$ cat src/rtl/mrq_pkg.sv
package mrq_pkg;
  localparam int SLOT_DFR = 0;
  localparam int SLOT_RTY = 1;
  localparam int SLOT_NRM = 2;
endpackage

$ cat src/rtl/replay_ring.sv
module replay_ring #(
  parameter int TAG_W = 8,
  parameter int DEPTH = 16
) (
  input  logic             clk,
  input  logic             rst,
  input  logic             push_valid,
  input  logic [TAG_W-1:0] push_tag,
  input  logic             unblock,
  output logic             rty_valid,
  output logic [TAG_W-1:0] rty_tag,
  output logic             rty_nonempty,
  output logic             clr_valid,
  output logic [TAG_W-1:0] clr_tag,
  output logic             wake,
  output logic             overflow
);
  localparam int AW = $clog2(DEPTH);
  localparam int PW = AW + 1;

  // One circular store: [rd, split) is the replay list, [split, wr) is parked.
  logic [TAG_W-1:0] mem [DEPTH];
  logic [PW-1:0]    rd_ptr, split_ptr, wr_ptr;
  logic [PW-1:0]    occ, wr_next;
  logic             full, push_ok;

  assign occ          = wr_ptr - rd_ptr;
  assign full         = (occ == PW'(DEPTH));
  assign push_ok      = push_valid & ~full;
  assign rty_nonempty = (rd_ptr != split_ptr);
  assign wr_next      = wr_ptr + PW'(push_ok);

  always_ff @(posedge clk) begin
    if (push_ok) mem[wr_ptr[AW-1:0]] <= push_tag;
  end

  always_ff @(posedge clk) begin
    if (rty_nonempty) rty_tag <= mem[rd_ptr[AW-1:0]];
  end

  always_ff @(posedge clk) begin
    if (rst) begin
      rd_ptr    <= '0;
      split_ptr <= '0;
      wr_ptr    <= '0;
      rty_valid <= 1'b0;
      clr_valid <= 1'b0;
      clr_tag   <= '0;
      wake      <= 1'b0;
      overflow  <= 1'b0;
    end else begin
      wr_ptr    <= wr_next;
      if (rty_nonempty) rd_ptr <= rd_ptr + PW'(1);
      if (unblock) split_ptr <= wr_next;
      rty_valid <= rty_nonempty;
      clr_valid <= push_ok;
      clr_tag   <= push_tag;
      wake      <= unblock;
      if (push_valid && full) overflow <= 1'b1;
    end
  end
endmodule

$ cat src/rtl/ready_compact.sv
module ready_compact #(
  parameter int TAG_W  = 8,
  parameter int N_IN   = 8,
  parameter int N_OUT  = 4
) (
  input  logic [N_IN-1:0]        in_valid,
  input  logic [N_IN*TAG_W-1:0]  in_tag,
  output logic [N_OUT-1:0]       out_valid,
  output logic [N_OUT*TAG_W-1:0] out_tag
);
  always_comb begin
    int rank;
    out_valid = '0;
    out_tag   = '0;
    rank      = 0;
    for (int i = 0; i < N_IN; i++) begin
      if (in_valid[i]) begin
        for (int k = 0; k < N_OUT; k++) begin
          if (rank == k) begin
            out_valid[k] = 1'b1;
            out_tag[k*TAG_W +: TAG_W] = in_tag[i*TAG_W +: TAG_W];
          end
        end
        rank = rank + 1;
      end
    end
  end
endmodule

$ cat src/rtl/mem_replay_queue.sv
module mem_replay_queue
  import mrq_pkg::*;
#(
  parameter int TAG_W   = 8,
  parameter int DEPTH   = 16,
  parameter int ISSUE_W = 4,
  parameter int N_READY = 8
) (
  input  logic                         clk,
  input  logic                         rst,
  input  logic                         blk_push_valid,
  input  logic [TAG_W-1:0]             blk_push_tag,
  input  logic                         unblock,
  input  logic                         dfr_valid,
  input  logic [TAG_W-1:0]             dfr_tag,
  input  logic                         dfr_pending,
  input  logic [N_READY-1:0]           norm_valid,
  input  logic [N_READY*TAG_W-1:0]     norm_tag,
  output logic [ISSUE_W+1:0]           iss_valid,
  output logic [(ISSUE_W+2)*TAG_W-1:0] iss_tag,
  output logic                         clr_valid,
  output logic [TAG_W-1:0]             clr_tag,
  output logic                         wake,
  output logic                         activity,
  output logic                         overflow
);
  localparam int SLOTS = ISSUE_W + 2;

  logic             rty_valid, rty_nonempty;
  logic [TAG_W-1:0] rty_tag;
  logic [ISSUE_W-1:0]       cmp_valid;
  logic [ISSUE_W*TAG_W-1:0] cmp_tag;
  logic                     dfr_v_q;
  logic [TAG_W-1:0]         dfr_t_q;
  logic [ISSUE_W-1:0]       nrm_v_q;
  logic [ISSUE_W*TAG_W-1:0] nrm_t_q;

  replay_ring #(.TAG_W(TAG_W), .DEPTH(DEPTH)) u_ring (
    .clk(clk), .rst(rst),
    .push_valid(blk_push_valid), .push_tag(blk_push_tag),
    .unblock(unblock),
    .rty_valid(rty_valid), .rty_tag(rty_tag), .rty_nonempty(rty_nonempty),
    .clr_valid(clr_valid), .clr_tag(clr_tag),
    .wake(wake), .overflow(overflow)
  );

  ready_compact #(.TAG_W(TAG_W), .N_IN(N_READY), .N_OUT(ISSUE_W)) u_cmp (
    .in_valid(norm_valid), .in_tag(norm_tag),
    .out_valid(cmp_valid), .out_tag(cmp_tag)
  );

  always_ff @(posedge clk) begin
    if (rst) begin
      dfr_v_q  <= 1'b0;
      dfr_t_q  <= '0;
      nrm_v_q  <= '0;
      nrm_t_q  <= '0;
      activity <= 1'b0;
    end else begin
      dfr_v_q  <= dfr_valid;
      dfr_t_q  <= dfr_tag;
      nrm_v_q  <= cmp_valid;
      nrm_t_q  <= cmp_tag;
      activity <= dfr_valid | dfr_pending | rty_nonempty | (|norm_valid);
    end
  end

  always_comb begin
    iss_valid = '0;
    iss_tag   = '0;
    iss_valid[SLOT_DFR] = dfr_v_q;
    iss_tag[SLOT_DFR*TAG_W +: TAG_W] = dfr_t_q;
    iss_valid[SLOT_RTY] = rty_valid;
    iss_tag[SLOT_RTY*TAG_W +: TAG_W] = rty_valid ? rty_tag : '0;
    iss_valid[SLOTS-1:SLOT_NRM] = nrm_v_q;
    iss_tag[SLOTS*TAG_W-1:SLOT_NRM*TAG_W] = nrm_t_q;
  end
endmodule

$ cat config.mk
export PLATFORM = sky130hd
export DESIGN_NAME = mem_replay_queue
export DESIGN_NICKNAME = d
export VERILOG_FILES = /design/src/rtl/mrq_pkg.sv /design/src/rtl/replay_ring.sv /design/src/rtl/ready_compact.sv /design/src/rtl/mem_replay_queue.sv
export SDC_FILE = /design/constraint.sdc
export NUM_CORES = 1
export LEC_CHECK = 0
export BUFFER_PORTS_ARGS = -buffer_cell sky130_fd_sc_hd__buf_2
export CORE_UTILIZATION = 25
export CTS_CLUSTER_DIAMETER = 40
export DETAILED_ROUTE_END_ITERATION = 16
export GPL_TIMING_DRIVEN = 0
export PLACE_DENSITY_LB_ADDON = 0.12
export SYNTH_ARGS = -nofsm -noshare
export SYNTH_HDL_FRONTEND = slang
export SYNTH_SLANG_ARGS = --single-unit
export TNS_END_PERCENT = 1
$ cat constraint.sdc
create_clock -name clk -period 4.8 [get_ports clk]
set_clock_uncertainty 0.05 [all_clocks]
set_input_delay 0.48 -clock clk [delete_from_list [all_inputs] [get_ports clk]]
set_output_delay 0.48 -clock clk [all_outputs]
set_load 0.005 [all_outputs]
Yosys cells after proc, flatten, opt, wreduce, memory -nomap -nowiden

Memories as Yosys holds them, arrays and structs flattened. A register that Yosys moved wholly into a read port is not among the register bits.
Index checks and enable logic that the tools add are counted.

Memories: 1
Output and inout bits: 66
Input bits: 94
Word-level logic and storage cells: 142
RAM bits: 128
Register bits after elaboration: 73

Multiplexer cells: 82
Reductions and logical operators: 9
Add/sub/neg operators: 9
Bitwise logic cells: 5
Eq/ne operators: 23

Memories:

| memory     | depth | width | rd ports | clocked after Yosys merged registers in | write ports | RTL line          | text |
|---|---|---|---|---|---|---|---|
| u_ring.mem | 16    | 8     | 1        | 1                                       | 1           | replay_ring.sv:22 | `logic [TAG_W-1:0] mem [DEPTH];` |

Operators by type and width:

| cell                                            | number |
|---|---|
| two-way mux 32 bit                              | 13 |
| == test 32 x 3 -> 1 bit (second input constant) | 12 |
| two-way mux 8 bit                               | 30 |
| zero test 32 bit                                | 7 |
| == test 32 x 2 -> 1 bit (second input constant) | 6 |
| adder 32 x 2 -> 32 bit (second input constant)  | 5 |
| two-way mux 1 bit                               | 32 |
| two-way mux 4 bit                               | 7 |
| OR reduction 8 bit                              | 1 |
| adder 5 x 1 -> 5 bit                            | 1 |
| adder 5 x 1 -> 5 bit (second input constant)    | 1 |
| == test 5 bit (second input constant)           | 1 |
| != test 5 bit                                   | 1 |
| subtractor 5 bit                                | 1 |
| == test 1 x 2 -> 1 bit (second input constant)  | 2 |
| OR 1 bit                                        | 3 |
| adder 1 x 1 -> 2 bit (second input constant)    | 1 |
| bitwise AND 1 bit                               | 1 |
| == test 1 bit (second input constant)           | 1 |
| logical AND 1 bit                               | 1 |
| inverter 1 bit                                  | 1 |

Longest topological paths before layout

Word-level depth: 16
Gate-level depth with buffers: 23
Gate-level depth less buffers: 19

Hierarchy

A second synthesis with hierarchy kept.

Cell total of the unflattened synthesis: 871
Area, all modules: 11119.4 µm²

Modules (own cells, without submodules):

| module           | cells an instance | times used | area an instance (µm²) | seq. area each (µm²) |
|---|---|---|---|---|
| replay_ring      | 360               | 1          | 6397.4                 | 4624.4 |
| ready_compact    | 402               | 1          | 3409.5                 | 0.0 |
| mem_replay_queue | 109               | 1          | 1312.5                 | 920.9 |

Least setup slack after synthesis

Ideal clock, no wire load.

Kind: input-to-reg
Start: in norm_valid[0]
End: reg nrm_v_q[1]
Path slack: 0.041 ns
Data arrival time: 4.633 ns
Setup time: 0.077 ns
Data required time: 4.673 ns
Stages: 21
Buffers on the path: 4
Path through: clkbuf_1 -> inv_1 -> fa_1 -> inv_1 -> ha_1 -> nand2_1 -> o31ai_2 -> ha_1 -> nand2_1 -> o21a_1 -> ha_1 -> and2_1 -> buf_1 -> xnor2_1 -> xnor2_1 -> o2111ai_1 -> a221o_1 -> buf_6 -> or2_1 -> buf_6 -> a41oi_2

Word-level cells in the longest chain between the ends: 16
Elaborated cells on any way between the ends: 34
Those cells by class: add/sub (6); eq/ne (7); mux (21)

RTL lines:

| what                                                                | RTL line                                 | text |
|---|---|---|
| from (decl)                                                         | mem_replay_queue.sv:17                   | `input logic [N_READY-1:0] norm_valid,` |
| two-way mux 1 bit (*)                                               | ready_compact.sv:17                      | `if (in_valid[i]) begin` |
| adder 1 x 1 -> 2 bit / == test 1 bit (equally long branches)        | ready_compact.sv:24, ready_compact.sv:19 |  |
| two-way mux 32 bit / two-way mux 1 bit (equally long branches)      | ready_compact.sv:17, ready_compact.sv:19 |  |
| adder 32 x 2 -> 32 bit (tied with other cells)                      | ready_compact.sv:24                      | `rank = rank + 1;` |
| two-way mux 32 bit / two-way mux 1 bit (equally long branches)      | ready_compact.sv:17, ready_compact.sv:19 |  |
| adder 32 x 2 -> 32 bit (tied with other cells)                      | ready_compact.sv:24                      |  |
| two-way mux 32 bit / two-way mux 1 bit (equally long branches)      | ready_compact.sv:17, ready_compact.sv:19 |  |
| adder 32 x 2 -> 32 bit (tied with other cells)                      | ready_compact.sv:24                      |  |
| two-way mux 32 bit / two-way mux 1 bit (equally long branches)      | ready_compact.sv:17, ready_compact.sv:19 |  |
| adder 32 x 2 -> 32 bit (tied with other cells)                      | ready_compact.sv:24                      |  |
| two-way mux 32 bit / two-way mux 1 bit (equally long branches)      | ready_compact.sv:17, ready_compact.sv:19 |  |
| adder 32 x 2 -> 32 bit (tied with other cells)                      | ready_compact.sv:24                      |  |
| two-way mux 32 bit / two-way mux 1 bit (equally long branches)      | ready_compact.sv:17, ready_compact.sv:19 |  |
| == test 32 x 2 -> 1 bit / two-way mux 4 bit (equally long branches) | ready_compact.sv:19, ready_compact.sv:17 |  |
| two-way mux 1 bit                                                   | ready_compact.sv:19                      | `if (rank == k) begin` |
| two-way mux 4 bit (*)                                               | ready_compact.sv:17                      |  |
| to (signal assigned)                                                | mem_replay_queue.sv:62                   | `nrm_v_q <= cmp_valid;` |
| to (decl)                                                           | mem_replay_queue.sv:35                   | `logic [ISSUE_W-1:0] nrm_v_q;` |

Mark *: on every way between the ends. The rest lies on a longest branch, timed or not.
A chain may end at the register's enable or synchronous reset.

Worst setup path after layout

Start: in norm_valid[2]
End: reg nrm_t_q[7]

Word-level cells in the longest chain between the ends: 12
Elaborated cells on any way between the ends: 25
Those cells by class: add/sub (4); mux (16); reduce/logical (5)

RTL lines:

| what                                                              | RTL line                                 | text |
|---|---|---|
| two-way mux 32 bit                                                | ready_compact.sv:17                      |  |
| adder 32 x 2 -> 32 bit / zero test 32 bit (equally long branches) | ready_compact.sv:24, ready_compact.sv:19 |  |
| two-way mux 32 bit / two-way mux 8 bit (equally long branches)    | ready_compact.sv:17, ready_compact.sv:19 |  |
| adder 32 x 2 -> 32 bit (tied with other cells)                    | ready_compact.sv:24                      |  |
| two-way mux 32 bit / two-way mux 8 bit (equally long branches)    | ready_compact.sv:17, ready_compact.sv:19 |  |
| adder 32 x 2 -> 32 bit (tied with other cells)                    | ready_compact.sv:24                      |  |
| two-way mux 32 bit / two-way mux 8 bit (equally long branches)    | ready_compact.sv:17, ready_compact.sv:19 |  |
| adder 32 x 2 -> 32 bit (tied with other cells)                    | ready_compact.sv:24                      |  |
| two-way mux 32 bit / two-way mux 8 bit (equally long branches)    | ready_compact.sv:17, ready_compact.sv:19 |  |
| zero test 32 bit / two-way mux 32 bit (equally long branches)     | ready_compact.sv:19, ready_compact.sv:17 |  |
| two-way mux 8 bit                                                 | ready_compact.sv:19                      |  |
| two-way mux 32 bit (*)                                            | ready_compact.sv:17                      |  |
| to (signal assigned)                                              | mem_replay_queue.sv:63                   | `nrm_t_q <= cmp_tag;` |
| to (decl)                                                         | mem_replay_queue.sv:36                   | `logic [ISSUE_W*TAG_W-1:0] nrm_t_q;` |

Marks and branches as above.

==> flow_summary.ini <==
[status]
status = completed

[sta]
rsz0062_at_grt = true
setup_ws_ns = 0.256
max_freq_mhz = 220
finalSetupViolations = 0
tightest_slew_ns = 1.07
fin_tns_setup_ns = 0
finalHoldViolCount = 0
slew_viol_final = 0
slew_headroom_pct = 27.8
fin_crit_sh_pct = 94.7
fin_crit_ns = 4.54

[cells_and_area]
fin_nets = 1164
multi_input_area_sq_mm = 0.00454
fillers = 4179
layout_commonest_cell = buf_2
final_util_pct = 31.8
layout_common_cells = 164 x buf_2, 136 x edfxtp_1, 73 x dfxtp_1
layout-drive-gt1-share_pct = 30.1
final_area_sq_mm = 0.0129
area_growth_pct = 25.4
ff_latch_area_sq_mm = 0.00555
diodes = 0

[die]
start_util_pct = 25.3
die_area_sq_mm = 0.0421
die_y_microns = 205
die_w_microns = 205
ios = 160
core_sq_mm = 0.0407
std_cell_rows = 74

[cts]
clockRootBuffer = clkbuf_16
postCtsHoldBufs = 0
cts_made_buffers = 30
clockBufferDepth = 3
clkSlewWorstSetupHoldPaths_ns = 0.05
cts_sinks = 209
insertion_delay_ns = 0.58
cts_tree = yes
htree_levels = 1

[logic_synthesis]
synth.ff_latch_count = 209
synth_edf_count = 136
yosys.cell_types.count = 67
yosysWarnings = 0
synth_area_per_cell_sq_um = 12.2
synthFlopType = edfxtp_1
synthCells = 847
synthArstFlopShare_pct = 0
syn-num-nets = 970
synth_area_sq_mm = 0.0103
ys_seq_area_share_pct = 53.7

[routing]
dr.pass1.iters = 5
viasPerCell = 4.96
wl_mm = 34.2
wl_per_cell_microns = 21.4
first_iter_violations = 590
drtAntennaViolNets = 0
drc = 0
vias = 7924

[critical_path]
worstReg2RegEnd = u_ring.mem[9][6]
start_kind = primary input
critical_path_required_ns = 5.17
cp_max_fo = 10
r2r-start = u_ring.rd_ptr[1]
cp-endpoint = nrm_t_q[7]
ff2ff_setup_slack_ns = 0.38
path_class = primary input to flop
arrival_ns = 4.91
cp-end-kind = flop
critPathLaunch = norm_valid[2]
ff2ff_path_depth = 11

[placed_design]
io_buffers = 156
placed_area_sq_mm = 0.0119
dp_slack_ns = -1.37
place.gp.congestion = 0.889
hpwlAfterDp_mm = 26.1

[global_route]
grt.overflow.total = 0
grt_max_degree = 18
antenna_found_initial = 1
grt.total_usage_pct = 16.0
grt_pass1_wl_mm = 49.6
first_global_vias = 7650

[power_and_ir_drop]
total_power_mw = 5.85
peakVddDrop_mv = 0.315
p_per_area_mw_per_mm2 = 452
leakage_nw = 4.89

[hold_path]
min_path_type = primary input to flop

[job]
cap_violations = 0
[power breakdown]
group / total, mW / leakage, nW / internal, mW / switching (mW)
clock: 2.08 / 0.464 / 1.19 / 0.892
combinational: 1.63 / 2.59 / 0.704 / 0.925
sequential: 2.14 / 1.84 / 2.08 / 0.0621
[cell usage after synthesis, types with 19 or more instances]
library cell,number,area share [%]
nand3_1,53,2.6
inv_1,25,0.91
mux4_2,40,8.7
ha_1,28,3.4
dfxtp_1,73,14
o211ai_1,32,2.3
nor2b_1,34,2.1
edfxtp_1,136,40
nand2_1,48,1.7
nor2_1,69,2.5
o32ai_1,24,2.0
a21oi_1,19,0.92
clkbuf_1,33,1.2
[how the worst min path moves through the flow]
stage | startpoint | end | slack [ns] | depth (start not counted)
2_1_floorplan | u_ring.overflow | u_ring.overflow | 0.41 | 2
3_3_place_gp | u_ring.overflow | u_ring.overflow | 0.42 | 2
3_5_place_dp | u_ring.overflow | u_ring.overflow | 0.42 | 2
4_1_cts | dfr_tag[1] | dfr_t_q[1] | 0.06 | 2
5_1_grt | dfr_tag[7] | dfr_t_q[7] | 0.07 | 2
6_report | dfr_tag[2] | dfr_t_q[2] | 0.09 | 2
[cells by family after synthesis]
logic type	Yosys count	synth area share (%)
AO/OA/AOI/OAI	176	13.6
XOR/XNOR	21	1.93
adder cells (fa/ha/maj)	29	3.59
buffers and inverters	87	3.60
flip-flops	209	53.7
multiplexers	58	10.5
AND/OR/NAND/NOR	267	13.0
[critical path, stage by stage]
cell and delay (ns):
buf_2 0.10, buf_6 0.14, clkbuf_4 0.22, inv_1 0.08, fa_2 0.63, inv_1 0.10
ha_1 0.32, nand2_1 0.10, o31ai_2 0.14, ha_1 0.35, nand2_1 0.06, o21a_1 0.13
ha_1 0.29, nor2b_2 0.05, o2bb2ai_4 0.21, inv_1 0.13, ha_1 0.22, nand4_1 0.33
clkbuf_2 0.34, nor2_1 0.07, o32ai_1 0.41
[repair_timing]
| item | CTS | global route |
|---|---|---|
| endpoints found under the setup margin | 56 | 67 |
| buffers inserted | 1 | 1 |
| gates cloned | 0 | 0 |
| gates resized for setup | 11 | 19 |
| pin swaps | 1 | 1 |
[flip-flops by register name, summed over array words and instances, names as in the netlist]
register and flops:
dfr_t_q 8, u_ring.wr_ptr 5, u_ring.overflow 1, activity 1
u_ring.clr_tag 8, u_ring.clr_valid 1, dfr_v_q 1, nrm_t_q 32
u_ring.rty_tag 8, u_ring.rty_valid 1, u_ring.split_ptr 5, u_ring.wake 1
nrm_v_q 4, u_ring.rd_ptr 5, u_ring.mem 128
[layer usage]
| metal | GRT usage [%] | share of wire [%] |
|---|---|---|
| met2 | 24.7 | 45 |
| met3 | 3.02 | 6.7 |
| met1 | 23.0 | 47 |
| met4 | 3.44 | 1.6 |
| met5 | 0 | 0 |
[final cells by class]
cell class / count / share of cell area (%)
plain buffers: 56 / 2.05
clock buffers: 33 / 5.89
clock inverters: 23 / 1.61
inverters: 29 / 0.841
multi-input cells: 551 / 35.1
flip-flops and latches: 209 / 42.9
well taps: 532 / 5.14
repair buffers: 164 / 6.56
[metrics by stage]
step,instances,hold WS (ns)
detailed placement,1541,0.417
CTS,1597,0.0632
finish,1597,0.0882
floorplan,847,0.410
global placement,1535,0.417
global route,1597,0.0715
No activity file was read; power rests on OpenSTA's default activity.
